==> src/rtl/cq_pkg.sv <==
package cq_pkg;

    localparam int CFG_AW     = 6;
    localparam int BIT_BASE   = 8;
    localparam int BUS_BASE   = 32;
    localparam int BUS_STRIDE = 4;

    typedef enum logic [2:0] {
        MODE_LOW  = 3'd0,
        MODE_HIGH = 3'd1,
        MODE_RISE = 3'd2,
        MODE_FALL = 3'd3,
        MODE_BOTH = 3'd4
    } bit_mode_e;

    typedef struct packed {
        logic       cur;
        logic       prev;
    } bit_hist_t;

    function automatic logic mode_hit(logic [2:0] mode, bit_hist_t h);
        logic r;
        case (mode)
            MODE_LOW:  r = !h.cur;
            MODE_HIGH: r = h.cur;
            MODE_RISE: r = h.cur && !h.prev;
            MODE_FALL: r = !h.cur && h.prev;
            MODE_BOTH: r = h.cur ^ h.prev;
            default:   r = 1'b0;
        endcase
        return r;
    endfunction

endpackage

==> src/rtl/cq_cfg_regs.sv <==
module cq_cfg_regs
    import cq_pkg::*;
#(
    parameter int NUM_BIT = 4,
    parameter int NUM_BUS = 2,
    parameter int BUS_W   = 8,
    parameter int CFG_W   = 8
) (
    input  logic                     clk,
    input  logic                     rst,
    input  logic                     cfg_we,
    input  logic [CFG_AW-1:0]        cfg_addr,
    input  logic [CFG_W-1:0]         cfg_wdata,
    output logic                     glob_en,
    output logic [NUM_BIT-1:0]       bit_en,
    output logic [NUM_BIT*3-1:0]     bit_mode,
    output logic [NUM_BUS-1:0]       bus_en,
    output logic [NUM_BUS*BUS_W-1:0] bus_val,
    output logic [NUM_BUS*BUS_W-1:0] bus_mask
);

    always_ff @(posedge clk) begin
        if (rst) begin
            glob_en <= 1'b0;
        end else if (cfg_we && cfg_addr == CFG_AW'(0)) begin
            glob_en <= cfg_wdata[0];
        end
    end

    for (genvar i = 0; i < NUM_BIT; i++) begin : g_bit
        logic       en_q;
        logic [2:0] mode_q;
        always_ff @(posedge clk) begin
            if (rst) begin
                en_q   <= 1'b0;
                mode_q <= 3'd0;
            end else if (cfg_we && cfg_addr == CFG_AW'(BIT_BASE + i)) begin
                en_q   <= cfg_wdata[0];
                mode_q <= cfg_wdata[3:1];
            end
        end
        assign bit_en[i]        = en_q;
        assign bit_mode[3*i+:3] = mode_q;
    end

    for (genvar j = 0; j < NUM_BUS; j++) begin : g_bus
        localparam int BASE = BUS_BASE + BUS_STRIDE * j;
        logic             en_q;
        logic [BUS_W-1:0] val_q;
        logic [BUS_W-1:0] mask_q;
        always_ff @(posedge clk) begin
            if (rst) begin
                en_q   <= 1'b0;
                val_q  <= '0;
                mask_q <= '0;
            end else if (cfg_we) begin
                if (cfg_addr == CFG_AW'(BASE))     en_q   <= cfg_wdata[0];
                if (cfg_addr == CFG_AW'(BASE + 1)) val_q  <= cfg_wdata[BUS_W-1:0];
                if (cfg_addr == CFG_AW'(BASE + 2)) mask_q <= cfg_wdata[BUS_W-1:0];
            end
        end
        assign bus_en[j]               = en_q;
        assign bus_val[j*BUS_W+:BUS_W]  = val_q;
        assign bus_mask[j*BUS_W+:BUS_W] = mask_q;
    end

endmodule

==> src/rtl/cq_bit_match.sv <==
module cq_bit_match
    import cq_pkg::*;
#(
    parameter int NUM_BIT = 4
) (
    input  logic                 clk,
    input  logic                 rst,
    input  logic [NUM_BIT-1:0]   probe,
    input  logic [NUM_BIT-1:0]   en,
    input  logic [NUM_BIT*3-1:0] mode,
    output logic [NUM_BIT-1:0]   hit
);

    logic [NUM_BIT-1:0] prev_q;

    always_ff @(posedge clk) begin
        if (rst) prev_q <= '0;
        else     prev_q <= probe;
    end

    for (genvar i = 0; i < NUM_BIT; i++) begin : g_hit
        bit_hist_t h;
        assign h      = '{cur: probe[i], prev: prev_q[i]};
        assign hit[i] = !en[i] || mode_hit(mode[3*i+:3], h);
    end

endmodule

==> src/rtl/cq_bus_match.sv <==
module cq_bus_match #(
    parameter int NUM_BUS = 2,
    parameter int BUS_W   = 8
) (
    input  logic [NUM_BUS*BUS_W-1:0] probe,
    input  logic [NUM_BUS-1:0]       en,
    input  logic [NUM_BUS*BUS_W-1:0] val,
    input  logic [NUM_BUS*BUS_W-1:0] mask,
    output logic [NUM_BUS-1:0]       hit
);

    for (genvar j = 0; j < NUM_BUS; j++) begin : g_cmp
        logic [BUS_W-1:0] diff;
        assign diff   = (probe[j*BUS_W+:BUS_W] ^ val[j*BUS_W+:BUS_W]) & ~mask[j*BUS_W+:BUS_W];
        assign hit[j] = !en[j] || (diff == '0);
    end

endmodule

==> src/rtl/cq_capture_qual.sv <==
module cq_capture_qual
    import cq_pkg::*;
#(
    parameter int NUM_BIT = 4,
    parameter int NUM_BUS = 2,
    parameter int BUS_W   = 8,
    parameter int DATA_W  = 16,
    parameter int CFG_W   = (BUS_W < 4) ? 4 : BUS_W
) (
    input  logic                     clk,
    input  logic                     rst,
    input  logic                     cfg_we,
    input  logic [CFG_AW-1:0]        cfg_addr,
    input  logic [CFG_W-1:0]         cfg_wdata,
    input  logic [NUM_BIT-1:0]       bit_probe,
    input  logic [NUM_BUS*BUS_W-1:0] bus_probe,
    input  logic [DATA_W-1:0]        smp_data,
    output logic                     cap_valid,
    output logic [DATA_W-1:0]        cap_data
);

    logic                     glob_en;
    logic [NUM_BIT-1:0]       bit_en;
    logic [NUM_BIT*3-1:0]     bit_mode;
    logic [NUM_BUS-1:0]       bus_en;
    logic [NUM_BUS*BUS_W-1:0] bus_val;
    logic [NUM_BUS*BUS_W-1:0] bus_mask;
    logic [NUM_BIT-1:0]       bit_hit;
    logic [NUM_BUS-1:0]       bus_hit;
    logic                     any_en;
    logic                     qual;

    cq_cfg_regs #(
        .NUM_BIT(NUM_BIT), .NUM_BUS(NUM_BUS), .BUS_W(BUS_W), .CFG_W(CFG_W)
    ) u_cfg (
        .clk(clk), .rst(rst), .cfg_we(cfg_we), .cfg_addr(cfg_addr),
        .cfg_wdata(cfg_wdata), .glob_en(glob_en), .bit_en(bit_en),
        .bit_mode(bit_mode), .bus_en(bus_en), .bus_val(bus_val),
        .bus_mask(bus_mask)
    );

    cq_bit_match #(.NUM_BIT(NUM_BIT)) u_bit (
        .clk(clk), .rst(rst), .probe(bit_probe), .en(bit_en),
        .mode(bit_mode), .hit(bit_hit)
    );

    cq_bus_match #(.NUM_BUS(NUM_BUS), .BUS_W(BUS_W)) u_bus (
        .probe(bus_probe), .en(bus_en), .val(bus_val), .mask(bus_mask),
        .hit(bus_hit)
    );

    assign any_en = |{bit_en, bus_en};
    assign qual   = !glob_en || (&{bit_hit, bus_hit});

    always_ff @(posedge clk) begin
        if (rst) begin
            cap_valid <= 1'b0;
            cap_data  <= '0;
        end else begin
            cap_valid <= qual;
            cap_data  <= smp_data;
        end
    end

endmodule

==> config.mk <==
export PLATFORM = sky130hd
export DESIGN_NAME = cq_capture_qual
export DESIGN_NICKNAME = d
export VERILOG_FILES = /design/src/rtl/cq_pkg.sv /design/src/rtl/cq_cfg_regs.sv /design/src/rtl/cq_bit_match.sv /design/src/rtl/cq_bus_match.sv /design/src/rtl/cq_capture_qual.sv
export SDC_FILE = /design/constraint.sdc
export NUM_CORES = 1
export LEC_CHECK = 0
export ABC_CLOCK_PERIOD_IN_PS = 1800
export BUFFER_PORTS_ARGS = -buffer_cell sky130_fd_sc_hd__buf_2
export CAP_MARGIN = 20
export CORE_MARGIN = 5
export CORE_UTILIZATION = 54
export CTS_CLUSTER_SIZE = 10
export DETAILED_ROUTE_END_ITERATION = 8
export HOLD_SLACK_MARGIN = 0.02
export PLACE_DENSITY_LB_ADDON = 0.3
export RECOVER_POWER = 100
export SYNTH_ARGS = -nofsm -noshare
export SYNTH_HDL_FRONTEND = slang
export SYNTH_HIERARCHICAL = 1
export SYNTH_SLANG_ARGS = --single-unit
==> constraint.sdc <==
create_clock -name clk -period 1.8 [get_ports clk]
set_input_delay 0.54 -clock clk [delete_from_list [all_inputs] [get_ports clk]]
set_output_delay 0.54 -clock clk [all_outputs]
set_load 0.02 [all_outputs]
==> metrics.md <==
| Metric | Value |
|---|---|
| DR DRC count | `0` |
| 1st-iter DRT viols | `93` |
| Synth warnings | `6` |
| Reg-to-Reg Start | `u_bit/prev_q[0]` |
| CTS root buf | `clkbuf_8` |
| Hold_sp | `smp_data[14]` |
| Placeable Area | `5920 um2` |
| Final setup fails | `0` |
| Worst Reg2Reg Path Length in Cells | `6` |
| Buffer depth of the longest clock path | `2` |
| ANT cells | `0` |
| Die Ht | `88.0 um` |
| Share of the clock period used by the worst path | `85.3%` |
| Outcome | `finished, final reports clean` |
| CTS hold repair buffers | `0` |
| Total placed instance area | `3680 um2` |
| Max_cap viols | `0` |
| CP required | `2.07 ns` |
| Netlist Area Pre-Place | `3290 um2` |
| Post-CTS setup buffers | `0` |
| Worst Skew | `0.00540 ns` |
| Met1 Track Usage GR | `23.0%` |
| RD Place Congestion | `0.767` |
| Starting Density | `55.5%` |
| Net Sw Frac | `24.2%` |
| Switching power | `0.000732 W` |
| GRT Util Overall | `17.7%` |
| Sequential power share | `54.0%` |
| Multi-input gate area | `1680 um2` |
| Fin cells | `459` |
| Port Buffers | `69` |
| CTS tree | `done` |
| Via/cell ratio | `5.10` |
| WL final | `6610 um` |
| Flop2flop setup slack | `0.31 ns` |
| Clk slew on worst S/H paths | `0.07 ns` |
| Syn_nets | `370` |
| Most Used Layer, Global Route | `met2` |
| Cell internal pwr | `0.00229 W` |
| PnR Total Power | `0.00302 W` |
| Share of cells above drive strength 1 | `21.9%` |
| Crit Path Class | `in -> reg` |
| First-pass GRT wire length | `10,400 um` |
| Fillers | `505` |
| Antenna violations before repair | `0` |
| RSZ-0062 raised after global routing | `false` |
| Slew margin rel. | `55.0%` |
| Buffers and inverters on the worst path | `2` |
| Drt first pass iters | `4` |
| Startpoint Class | `input pin` |
| Cell family with most CP delay | `compound AO/OA/AOI/OAI gates` |
| Crit-path max FO | `3` |
| Worst skew pair latency | `0.34 ns` |
| PwrDens | `792 nW/um2` |
| Combinational share of power | `9.6%` |
| Cells after synthesis | `309` |
| Worst hold endpoint | `cap_data[14]` |
| CTS resizes | `0` |
| Storage cell area | `1440 um2` |
| Drt wl/cell | `14.4 um` |
| Die ar. | `7750 um2` |
| Pleak | `1.77 nW` |
| Final hold violation count | `0` |
| Num ports | `70` |
| Synth Register Bits | `72` |
| Met3 usage | `5.46%` |
| Clock power frac | `36.4%` |
| Worst path max stage delay | `0.37 ns` |
| CTS Buf Count | `9` |
| Final instance area | `3810 um2` |
| Die width | `88.0 um` |
| Critical path's slowest cell | `o41ai_1` |
| Shortest period the worst path allows | `1.54 ns` |
| Syn Area/Cell | `10.6 um2` |
| Critical-path cell list | `clkbuf_1 > inv_1 > ha_1 > o41ai_1 > a311o_1 > nand4_1 > o22ai_2` |
| Vias in the first global route | `2,242` |
| HPWL Detailed | `4820 um` |
| Synth cell types | `33` |
| Area delta synth->final | `16.0%` |
| FP Rows | `28` |
| Num Clock Sinks | `72` |
| Max Clk Rate | `651 MHz` |
| Hold crit path type | `in -> reg` |
| Data arrival, critical path | `1.80 ns` |
| Post-route ant nets | `0` |
| WHS Path Cells | `2` |
| Final net count | `440` |
| VDD IR max | `0.516 mV` |
| Htree depth | `3` |
| Largest net degree at the start of global routing | `33` |
| GRT overflow | `0` |
| Sequential cell area fraction in the yosys report | `43.9%` |
| Reg-to-reg critical path endpoint | `cap_valid` |
| GR Layer Usage met2 | `27.8%` |
| Dpl cells | `443` |
| Crit path capture type | `register` |
| Via count | `2,341` |
| Slew Limit Fails | `0` |
| Slew @ Worst Pin | `0.675 ns` |
-- cells in the mapped netlist, drive strengths merged --
cell type   n  area (um2)
mux2        4        60.1
o41ai       6        67.6
xnor2      16         140
nand2b     59         369
inv        12        45.0
nor3        5        25.0
nand4b      2        23.8
ha          8         100
nor2b      14        87.6
mux2i      51         510
and4bb      1        16.3
o22ai       9        62.6
dfxtp      72        1440
nor2        5        18.8
and3        1        7.51
nand3       4        20.0
nand2       1        6.26
xor2        4        35.0
nand4       2        18.8
a311o       4        40.0
clkbuf      6        22.5
nor3b       2        20.0
and2b       4        30.0
nand3b      3        22.5
buf        14        96.3
-- power groups by stage --
stage | Sequential, W | Combinational (W) | Clock, W
after floorplan | 0.00169 | 0.000142 | 0
after global placement | 0.00167 | 0.000291 | 0
after detailed placement | 0.00167 | 0.000298 | 0
after CTS | 0.00163 | 0.000299 | 0.00113
after global routing | 0.00163 | 0.000316 | 0.00121
final | 0.00163 | 0.000289 | 0.00110
-- sequential cells by signal (all words and copies together), names as in the netlist --
register and count:
cap_data 16, u_cfg/g_bus.mask_q 16, u_cfg/g_bus.val_q 16, u_cfg/g_bit.mode_q 12, u_bit/prev_q 4, u_cfg/g_bit.en_q 4, u_cfg/g_bus.en_q 2, cap_valid 1
u_cfg/glob_en 1
-- logic make-up (layout without fill, tap and decap cells) --
family / Yosys count / count (layout) / share of synthesized area (%)
AOI/OAI and AO/OA: 19 / 19 / 5.18
xor gates and xnor gates: 20 / 20 / 5.33
adders and majority gates: 8 / 8 / 3.05
buffers and inverters: 32 / 107 / 4.99
DFF: 72 / 72 / 43.9
muxes: 55 / 55 / 17.4
and+or+nand+nor: 103 / 103 / 20.3
-- per-layer routing --
metal | up-vias | part of all wire, %
met2 | 47 | 47
met4 | 0 | 1.1
li1 | 1181 | -
met1 | 1104 | 46
met3 | 9 | 5.7
met5 | - | 0
-- worst max-delay path by stage --
stage / endpoint / slack, ns / startpoint / cells after the start
global route: cap_valid / 0.12 / bit_probe[0] / 7
floorplan: cap_valid / 0.19 / bit_probe[0] / 6
finish: cap_valid / 0.26 / bit_probe[0] / 7
CTS: cap_valid / 0.30 / u_bit/prev_q[0] / 6
global placement: cap_valid / 0.007 / bit_probe[0] / 7
detailed placement: cap_valid / -0.04 / bit_probe[0] / 7
-- cells in the final DEF (no fill, tap or decap) --
cell type  instances
and3_2             1
buf_2             50
nand4_2            1
and4bb_4           1
xor2_1             4
nor2b_1           14
o41ai_1            4
and2b_1            4
nand3b_1           3
o22ai_2            1
inv_1             12
clkinv_2           4
ha_1               8
nand3_1            4
o22ai_1            8
nor2_1             5
nor3_1             5
nand4b_1           1
nand2_2            1
o41ai_2            2
a311o_1            4
nand2b_1          59
nor3b_2            1
clkbuf_1          24
mux2i_1           51
mux2_4             4
xnor2_1           16
nor3b_1            1
clkbuf_8          10
nand4_1            1
buf_4              7
nand4b_2           1
dfxtp_1           72
-- area by class of cell --
class | count | share of cell area [%]
flip-flops and latches | 72 | 37.8
clock buffers | 12 | 3.81
repair buffers | 79 | 10.1
inverters | 12 | 1.18
well taps | 75 | 2.46
multi-input cells | 205 | 44.1
clock inverters | 4 | 0.525
-- per-stage QoR --
stage	util, %	hold slack [ns]	setup WS [ns]	TNS, ns
floorplan	-	0.449	0.188	0
global placement	62.2	0.461	0.00683	0
detailed placement	62.2	0.466	-0.0430	-0.0430
CTS	65.0	0.388	0.295	0
global route	64.4	0.391	0.118	0
finish	64.4	0.399	0.264	0
Note: power is estimated with default switching activity, not from simulation.
